===== src/rtl/tmr_pkg.sv =====
package tmr_pkg;
   localparam int BYTE_W   = 8;
   localparam int CNT_W    = 2 * BYTE_W;
   localparam int MODE_W   = 3;
   localparam int ADDR_W   = 2;
   localparam logic [ADDR_W-1:0] CTL_ADDR = 2'd3;

   typedef enum logic [1:0] {
      ACC_LATCH = 2'd0,
      ACC_LO    = 2'd1,
      ACC_HI    = 2'd2,
      ACC_WORD  = 2'd3
   } acc_e;

   typedef enum logic [1:0] {
      LAT_NONE = 2'd0,
      LAT_LO   = 2'd1,
      LAT_HI   = 2'd2,
      LAT_WORD = 2'd3
   } lat_e;
endpackage


===== src/rtl/tmr_ctl_decode.sv =====
module tmr_ctl_decode
   import tmr_pkg::*;
#(
   parameter int NUM_CH = 3
)(
   input  logic                ctl_we,
   input  logic [BYTE_W-1:0]   ctl_byte,
   output logic [NUM_CH-1:0]   cfg_we,
   output logic [NUM_CH-1:0]   cnt_latch,
   output logic [NUM_CH-1:0]   stat_latch,
   output acc_e                acc,
   output logic [MODE_W-1:0]   mode,
   output logic                bcd
);
   logic [1:0]        sel;
   logic              is_rb;
   logic [MODE_W-1:0] raw_mode;

   assign sel      = ctl_byte[7:6];
   assign is_rb    = (sel == 2'b11);
   assign acc      = acc_e'(ctl_byte[5:4]);
   assign raw_mode = ctl_byte[3:1];
   assign bcd      = ctl_byte[0];
   // codes 6 and 7 fold onto 2 and 3
   assign mode     = (raw_mode[2] & raw_mode[1]) ? {1'b0, raw_mode[1:0]} : raw_mode;

   for (genvar c = 0; c < NUM_CH; c++) begin : g_dec
      logic hit;
      logic rb_sel;
      assign hit           = ctl_we && !is_rb && (sel == 2'(c));
      assign rb_sel        = ctl_we && is_rb && ctl_byte[c+1];
      assign cfg_we[c]     = hit && (acc != ACC_LATCH);
      assign cnt_latch[c]  = (hit && (acc == ACC_LATCH)) || (rb_sel && !ctl_byte[5]);
      assign stat_latch[c] = rb_sel && !ctl_byte[4];
   end
endmodule


===== src/rtl/tmr_chan_regs.sv =====
module tmr_chan_regs
   import tmr_pkg::*;
#(
   parameter logic [MODE_W-1:0] RESET_MODE = 3'd3
)(
   input  logic               clk,
   input  logic               rst_n,
   input  logic               cfg_we,
   input  acc_e               new_acc,
   input  logic [MODE_W-1:0]  new_mode,
   input  logic               new_bcd,
   input  logic               cnt_latch,
   input  logic               stat_latch,
   input  logic               data_we,
   input  logic               data_rd,
   input  logic [BYTE_W-1:0]  wdata,
   input  logic [CNT_W-1:0]   live_cnt,
   input  logic               out_lvl,
   output logic [BYTE_W-1:0]  rd_byte,
   output logic               load_pulse,
   output logic [CNT_W-1:0]   load_val,
   output logic [MODE_W-1:0]  mode_o,
   output logic               bcd_o
);
   acc_e              acc_q;
   acc_e              acc_eff;
   logic [MODE_W-1:0] mode_q;
   logic              bcd_q;
   logic              wr_hi_q;
   logic              rd_hi_q;
   logic [BYTE_W-1:0] wr_lo_q;
   lat_e              lat_q;
   logic [CNT_W-1:0]  lat_val_q;
   logic              stat_pend_q;
   logic [BYTE_W-1:0] stat_q;
   logic [BYTE_W-1:0] status_now;

   assign acc_eff    = (acc_q == ACC_LATCH) ? ACC_LO : acc_q;
   assign status_now = {out_lvl, 1'b0, acc_q, mode_q, bcd_q};
   assign mode_o     = mode_q;
   assign bcd_o      = bcd_q;

   always_comb begin
      if (stat_pend_q) begin
         rd_byte = stat_q;
      end else begin
         unique case (lat_q)
            LAT_LO, LAT_WORD: rd_byte = lat_val_q[BYTE_W-1:0];
            LAT_HI:           rd_byte = lat_val_q[CNT_W-1:BYTE_W];
            default: begin
               unique case (acc_eff)
                  ACC_HI:   rd_byte = live_cnt[CNT_W-1:BYTE_W];
                  ACC_WORD: rd_byte = rd_hi_q ? live_cnt[CNT_W-1:BYTE_W]
                                              : live_cnt[BYTE_W-1:0];
                  default:  rd_byte = live_cnt[BYTE_W-1:0];
               endcase
            end
         endcase
      end
   end

   always_ff @(posedge clk) begin
      if (!rst_n) begin
         acc_q       <= ACC_LATCH;
         mode_q      <= RESET_MODE;
         bcd_q       <= 1'b0;
         wr_hi_q     <= 1'b0;
         rd_hi_q     <= 1'b0;
         wr_lo_q     <= '0;
         lat_q       <= LAT_NONE;
         lat_val_q   <= '0;
         stat_pend_q <= 1'b0;
         stat_q      <= '0;
         load_pulse  <= 1'b0;
         load_val    <= '0;
      end else begin
         load_pulse <= 1'b0;
         if (cfg_we) begin
            acc_q   <= new_acc;
            mode_q  <= new_mode;
            bcd_q   <= new_bcd;
            wr_hi_q <= 1'b0;
            rd_hi_q <= 1'b0;
         end
         if (cnt_latch && (lat_q == LAT_NONE)) begin
            lat_q     <= lat_e'(acc_eff);
            lat_val_q <= live_cnt;
         end
         if (stat_latch && !stat_pend_q) begin
            stat_pend_q <= 1'b1;
            stat_q      <= status_now;
         end
         if (data_we) begin
            unique case (acc_eff)
               ACC_HI: begin
                  load_pulse <= 1'b1;
                  load_val   <= {wdata, {BYTE_W{1'b0}}};
               end
               ACC_WORD: begin
                  if (wr_hi_q) begin
                     load_pulse <= 1'b1;
                     load_val   <= {wdata, wr_lo_q};
                     wr_hi_q    <= 1'b0;
                  end else begin
                     wr_lo_q <= wdata;
                     wr_hi_q <= 1'b1;
                  end
               end
               default: begin
                  load_pulse <= 1'b1;
                  load_val   <= {{BYTE_W{1'b0}}, wdata};
               end
            endcase
         end
         if (data_rd) begin
            if (stat_pend_q) begin
               stat_pend_q <= 1'b0;
            end else if (lat_q != LAT_NONE) begin
               lat_q <= (lat_q == LAT_WORD) ? LAT_HI : LAT_NONE;
            end else if (acc_eff == ACC_WORD) begin
               rd_hi_q <= ~rd_hi_q;
            end
         end
      end
   end


   load_origin_chk: assert property (@(posedge clk) disable iff (!rst_n)
      load_pulse |-> $past(data_we));


   latch_hold_chk: assert property (@(posedge clk) disable iff (!rst_n)
      (lat_q != LAT_NONE && !data_rd) |=> $stable(lat_val_q));


   stat_clear_chk: assert property (@(posedge clk) disable iff (!rst_n)
      (stat_pend_q && data_rd) |=> !stat_pend_q);


   mode_legal_chk: assert property (@(posedge clk) disable iff (!rst_n)
      !(mode_o[2] && mode_o[1]));
endmodule


===== src/rtl/tmr_host_port.sv =====
module tmr_host_port
   import tmr_pkg::*;
#(
   parameter int                NUM_CH     = 3,
   parameter logic [MODE_W-1:0] RESET_MODE = 3'd3
)(
   input  logic                       clk,
   input  logic                       rst_n,
   input  logic                       bus_wr,
   input  logic                       bus_rd,
   input  logic [ADDR_W-1:0]          bus_addr,
   input  logic [BYTE_W-1:0]          bus_wdata,
   output logic [BYTE_W-1:0]          rd_data,
   output logic                       rd_valid,
   input  logic [NUM_CH*CNT_W-1:0]    live_cnt,
   input  logic [NUM_CH-1:0]          out_lvl,
   output logic [NUM_CH-1:0]          load_pulse,
   output logic [NUM_CH*CNT_W-1:0]    load_val,
   output logic [NUM_CH*MODE_W-1:0]   chan_mode,
   output logic [NUM_CH-1:0]          chan_bcd
);
   if (NUM_CH < 1 || NUM_CH > 3) begin : g_bad_num_ch
      $error("tmr_host_port: NUM_CH must be 1..3");
   end
   if (RESET_MODE > 3'd5) begin : g_bad_reset_mode
      $error("tmr_host_port: RESET_MODE must be 0..5");
   end

   logic              rd_go;
   logic              ctl_we;
   logic              addr_is_chan;
   logic [NUM_CH-1:0] cfg_we;
   logic [NUM_CH-1:0] cnt_latch;
   logic [NUM_CH-1:0] stat_latch;
   acc_e              dec_acc;
   logic [MODE_W-1:0] dec_mode;
   logic              dec_bcd;
   logic [BYTE_W-1:0] ch_byte [NUM_CH];
   logic [BYTE_W-1:0] rd_mux;

   assign rd_go        = bus_rd && !bus_wr;
   assign ctl_we       = bus_wr && (bus_addr == CTL_ADDR);
   assign addr_is_chan = (int'(bus_addr) < NUM_CH);

   tmr_ctl_decode #(.NUM_CH(NUM_CH)) i_dec (
      .ctl_we    (ctl_we),
      .ctl_byte  (bus_wdata),
      .cfg_we    (cfg_we),
      .cnt_latch (cnt_latch),
      .stat_latch(stat_latch),
      .acc       (dec_acc),
      .mode      (dec_mode),
      .bcd       (dec_bcd)
   );

   for (genvar c = 0; c < NUM_CH; c++) begin : g_ch
      logic sel;
      assign sel = (int'(bus_addr) == c);
      tmr_chan_regs #(.RESET_MODE(RESET_MODE)) i_ch (
         .clk       (clk),
         .rst_n     (rst_n),
         .cfg_we    (cfg_we[c]),
         .new_acc   (dec_acc),
         .new_mode  (dec_mode),
         .new_bcd   (dec_bcd),
         .cnt_latch (cnt_latch[c]),
         .stat_latch(stat_latch[c]),
         .data_we   (bus_wr && sel),
         .data_rd   (rd_go && sel),
         .wdata     (bus_wdata),
         .live_cnt  (live_cnt[c*CNT_W +: CNT_W]),
         .out_lvl   (out_lvl[c]),
         .rd_byte   (ch_byte[c]),
         .load_pulse(load_pulse[c]),
         .load_val  (load_val[c*CNT_W +: CNT_W]),
         .mode_o    (chan_mode[c*MODE_W +: MODE_W]),
         .bcd_o     (chan_bcd[c])
      );
   end

   always_comb begin
      rd_mux = '0;
      for (int c = 0; c < NUM_CH; c++) begin
         if (int'(bus_addr) == c) rd_mux = ch_byte[c];
      end
   end

   always_ff @(posedge clk) begin
      if (!rst_n) begin
         rd_valid <= 1'b0;
         rd_data  <= '0;
      end else begin
         rd_valid <= rd_go && addr_is_chan;
         rd_data  <= (rd_go && addr_is_chan) ? rd_mux : '0;
      end
   end


   ctl_read_silent_chk: assert property (@(posedge clk) disable iff (!rst_n)
      (rd_go && bus_addr == CTL_ADDR) |=> !rd_valid);


   read_origin_chk: assert property (@(posedge clk) disable iff (!rst_n)
      rd_valid |-> $past(rd_go));


   one_load_chk: assert property (@(posedge clk) disable iff (!rst_n)
      $onehot0(load_pulse));
endmodule


===== config.mk =====
export PLATFORM = sky130hd
export DESIGN_NAME = tmr_host_port
export DESIGN_NICKNAME = d
export VERILOG_FILES = /design/src/rtl/tmr_pkg.sv /design/src/rtl/tmr_ctl_decode.sv /design/src/rtl/tmr_chan_regs.sv /design/src/rtl/tmr_host_port.sv
export SDC_FILE = /design/constraint.sdc
export NUM_CORES = 1
export LEC_CHECK = 0
export BUFFER_PORTS_ARGS = -buffer_cell sky130_fd_sc_hd__buf_2
export CORE_MARGIN = 2
export CORE_UTILIZATION = 61
export CTS_CLUSTER_DIAMETER = 60
export DETAILED_ROUTE_END_ITERATION = 10
export PLACE_DENSITY = 0.86
export SYNTH_ARGS = -nofsm -noshare
export SYNTH_HDL_FRONTEND = slang
export SYNTH_SLANG_ARGS = --single-unit

===== constraint.sdc =====
create_clock -name clk -period 4.6 [get_ports clk]
set_clock_uncertainty 0.15 [all_clocks]
set_input_delay 0.23 -clock clk [delete_from_list [all_inputs] [get_ports clk]]
set_output_delay 0.23 -clock clk [all_outputs]
set_load 0.02 [all_outputs]

==> run_results.csv <==
group,metric,value,unit
critical_path,cp-end-kind,"flop",
cells_and_area,drive_gt1_share,17.95,%
timing,worst_slack,1.760,ns
power,powerDensity,324.9,nW/um2
placement,hpwl,13880,um
global_route,grt_max_degree,108,
clocking,path_clk_slew,0.07,ns
die,dieArea,14970,um2
clocking,cts_tree,"yes",
critical_path,crit_arrival,3.00,ns
timing,grt_setup_unrepaired,"no",
detailed_routing,wire_per_inst,17.65,um
cells_and_area,final_cell_mix,"186 x dfxtp_1, 135 x buf_2, 106 x mux2i_1",
critical_path,start_kind,"flop",
timing,slew_violations,0,
clocking,clk_latency,0.44,ns
timing,worstMarginPinSlew,1.235,ns
timing,fin_hold_ws,0.08004,ns
placement,dp_slack,1.820,ns
critical_path,worstPathRequired,4.77,ns
clocking,cts-root-buf,"clkbuf_16",
synthesis,synthCells,928,
timing,maxSlewHeadroom,17.70,%
clocking,cts_num_sinks,186,
timing,final.setup.tns,0,ns
die,core,13770,um2
global_route,track_usage,29.46,%
timing,fin_crit_sh,61.74,%
critical_path,worst-path-max-fanout,20,
synthesis,avgSynthCellArea,9.209,um2
placement,portBuffers,136,
cells_and_area,final_nets,1119,
critical_path,r2r_slack,1.76,ns
die,die_x,122.4,um
die,initial_core_util,62.05,%
hold_path,worstHoldStart,"bus_wdata[3]",
detailed_routing,vias,7288,
detailed_routing,firstDrtPassIters,6,
global_route,grt_pass1_vias,6831,
hold_path,hold_path_end,"g_ch[0].i_ch.wr_lo_q[3]",
critical_path,critical_path_class,"flop to flop",
die,rows,43,
synthesis,async_reset_ff_share,0,%
global_route,grt_antenna_before_repair,0,
synthesis,ys_seq_area_share,43.57,%
global_route,grt_pass1_wl,34390,um
die,ios,137,
timing,fmax,352.1,MHz
clocking,cts_resized,0,
detailed_routing,drt_iter0_drc,596,
cells_and_area,final_common_cell,"dfxtp_1",
cells_and_area,fill_cells,1008,
synthesis,synth_seq_cells,186,
synthesis,synth_cell_types,57,
clocking,postCtsSetupRepairBufs,0,
run_status,status,"finished clean",
clocking,clock_path_buffers,2,
synthesis,synth_area,8546,um2
hold_path,hold_path_class,"input port to flop",
cells_and_area,area_delta_synth_final,18.71,%
clocking,cts_buffers,17,
synthesis,synth_nets,993,
synthesis,synth_edf_count,0,
critical_path,crit-reg2reg-capture,"g_ch[1].i_ch.lat_val_q[8]",
detailed_routing,vias_per_cell,5.859,
global_route,overflow,0,
timing,setup_viol,0,
detailed_routing,drcViolationCount,0,
critical_path,crit-reg2reg-launch,"g_ch[1].i_ch.lat_q[0]",
clocking,ctsHoldBuffers,51,
cells_and_area,n_antenna_cell,0,
placement,place_congestion,0.8443,
flow_run,maxCapViolCount,0,
clocking,htreeDepth,4,
synthesis,synth_ff_type,"dfxtp_1",
detailed_routing,antenna_left,0,
detailed_routing,drt-total-wl,21960,um
synthesis,synth_warnings,0,
power,leakagePower,0.003967,uW
timing,hold_viol,0,
hold_path,whs_path_depth,3,
power,irDropWorstVdd,0.2817,mV
timing,layout_min_cycle_time,2.840,ns
critical_path,worstRegToRegCells,4,
die,die_h,122.4,um
==> cells in the mapped netlist, types with 2 or more instances <==
cell	number	area, um2
a221o_1	21	210.2
nor3b_2	3	37.54
a221oi_1	22	192.7
buf_2	15	75.07
buf_1	3	11.26
o21ai_1	4	20.02
o311a_1	7	70.07
a211o_1	3	26.28
buf_4	13	97.59
nor3_1	3	15.01
o21a_1	6	45.04
a21boi_0	40	300.3
a21boi_1	2	15.01
nand3_1	30	150.1
buf_6	2	22.52
nor3b_1	24	180.2
mux2i_1	106	1061
and3_1	6	37.54
nor2_4	2	22.52
clkbuf_1	49	183.9
or3_1	3	18.77
a31o_2	7	61.31
nand2b_4	2	27.53
o21ai_0	36	180.2
o211a_1	5	50.05
clkinv_1	3	11.26
inv_1	18	67.56
a21oi_1	32	160.2
nand2b_1	9	56.30
o211ai_1	3	22.52
nor2b_1	105	656.9
nor2_1	32	120.1
and2_1	9	56.30
dfxtp_1	186	3724
nand2_1	94	352.8
a2111oi_0	2	17.52
==> logic make-up (layout without fill, tap and decap cells) <==
group / after synthesis / count (layout) / synth area share, %
flops: 186 / 186 / 43.57
mux: 106 / 106 / 12.42
buf+inv: 105 / 241 / 5.710
simple gates: 334 / 334 / 21.52
compound gates: 197 / 197 / 16.78
==> where the power goes <==
part           leakage [uW]  internal [uW]  total [uW]  switching, uW
sequential          0.00150           1630        1640           14.0
clock              0.000264            746        1380            637
combinational       0.00220            120         270            150
total               0.00397           2500        3300            801
==> worst max path at each step <==
stage,startpoint,endpoint,slack (ns),cells after the start
finish,g_ch[1].i_ch.lat_q[0],g_ch[1].i_ch.lat_val_q[8],1.76,4
floorplan,g_ch[0].i_ch.lat_q[1],g_ch[0].i_ch.rd_hi_q,2.71,5
CTS,g_ch[1].i_ch.lat_q[0],g_ch[1].i_ch.lat_val_q[8],1.79,4
global route,g_ch[1].i_ch.lat_q[0],g_ch[1].i_ch.lat_val_q[3],1.55,4
detailed placement,g_ch[1].i_ch.lat_q[0],g_ch[1].i_ch.lat_q[0],1.82,5
global placement,g_ch[1].i_ch.lat_q[0],g_ch[1].i_ch.lat_q[0],1.86,5
==> stage by stage <==
step	total power (uW)	cell area, um2	cells	utilization, %
floorplan	1827	8546	928	-
global placement	1908	9086	1164	65.97
detailed placement	1911	9086	1164	65.97
CTS	3300	10140	1244	73.66
global route	3391	10140	1244	73.66
finish	3296	10140	1244	73.66
==> metal layers <==
metal | vias to the layer above | track usage [%] | wire, um
li1 | 3486 | - | -
met1 | 3474 | 38.59 | 9453
met3 | 30 | 5.669 | 1586
met2 | 298 | 48.30 | 10520
met5 | - | 0 | 0
met4 | 0 | 10.99 | 393
==> worst max-delay path, stage by stage (launching register included) <==
cell       delay, ns
dfxtp_1         0.48
nor2_1          0.78
o2111ai_2       0.83
mux2i_1         0.41
nor2b_1         0.07
==> state kept, by name (all words and copies together) (netlist names), 6 cells and up <==
signal / cells
rd_data: 8
g_ch.i_ch.lat_val_q: 48
g_ch.i_ch.wr_lo_q: 24
g_ch.i_ch.acc_q: 6
g_ch.i_ch.lat_q: 6
g_ch.i_ch.load_val: 48
g_ch.i_ch.stat_q: 21
g_ch.i_ch.mode_o: 9
==> final cells by class <==
cell class	instances	area, um2	area share, %
Multi-Input combinational cell	637	4349	42.87
Sequential cell	186	3724	36.70
Timing Repair Buffer	190	1216	11.99
Clock buffer	17	425.4	4.193
Tap cell	180	225.2	2.220
Clock inverter	12	122.6	1.209
Inverter	22	82.58	0.8140
Note: power is estimated with default switching activity, not from simulation.
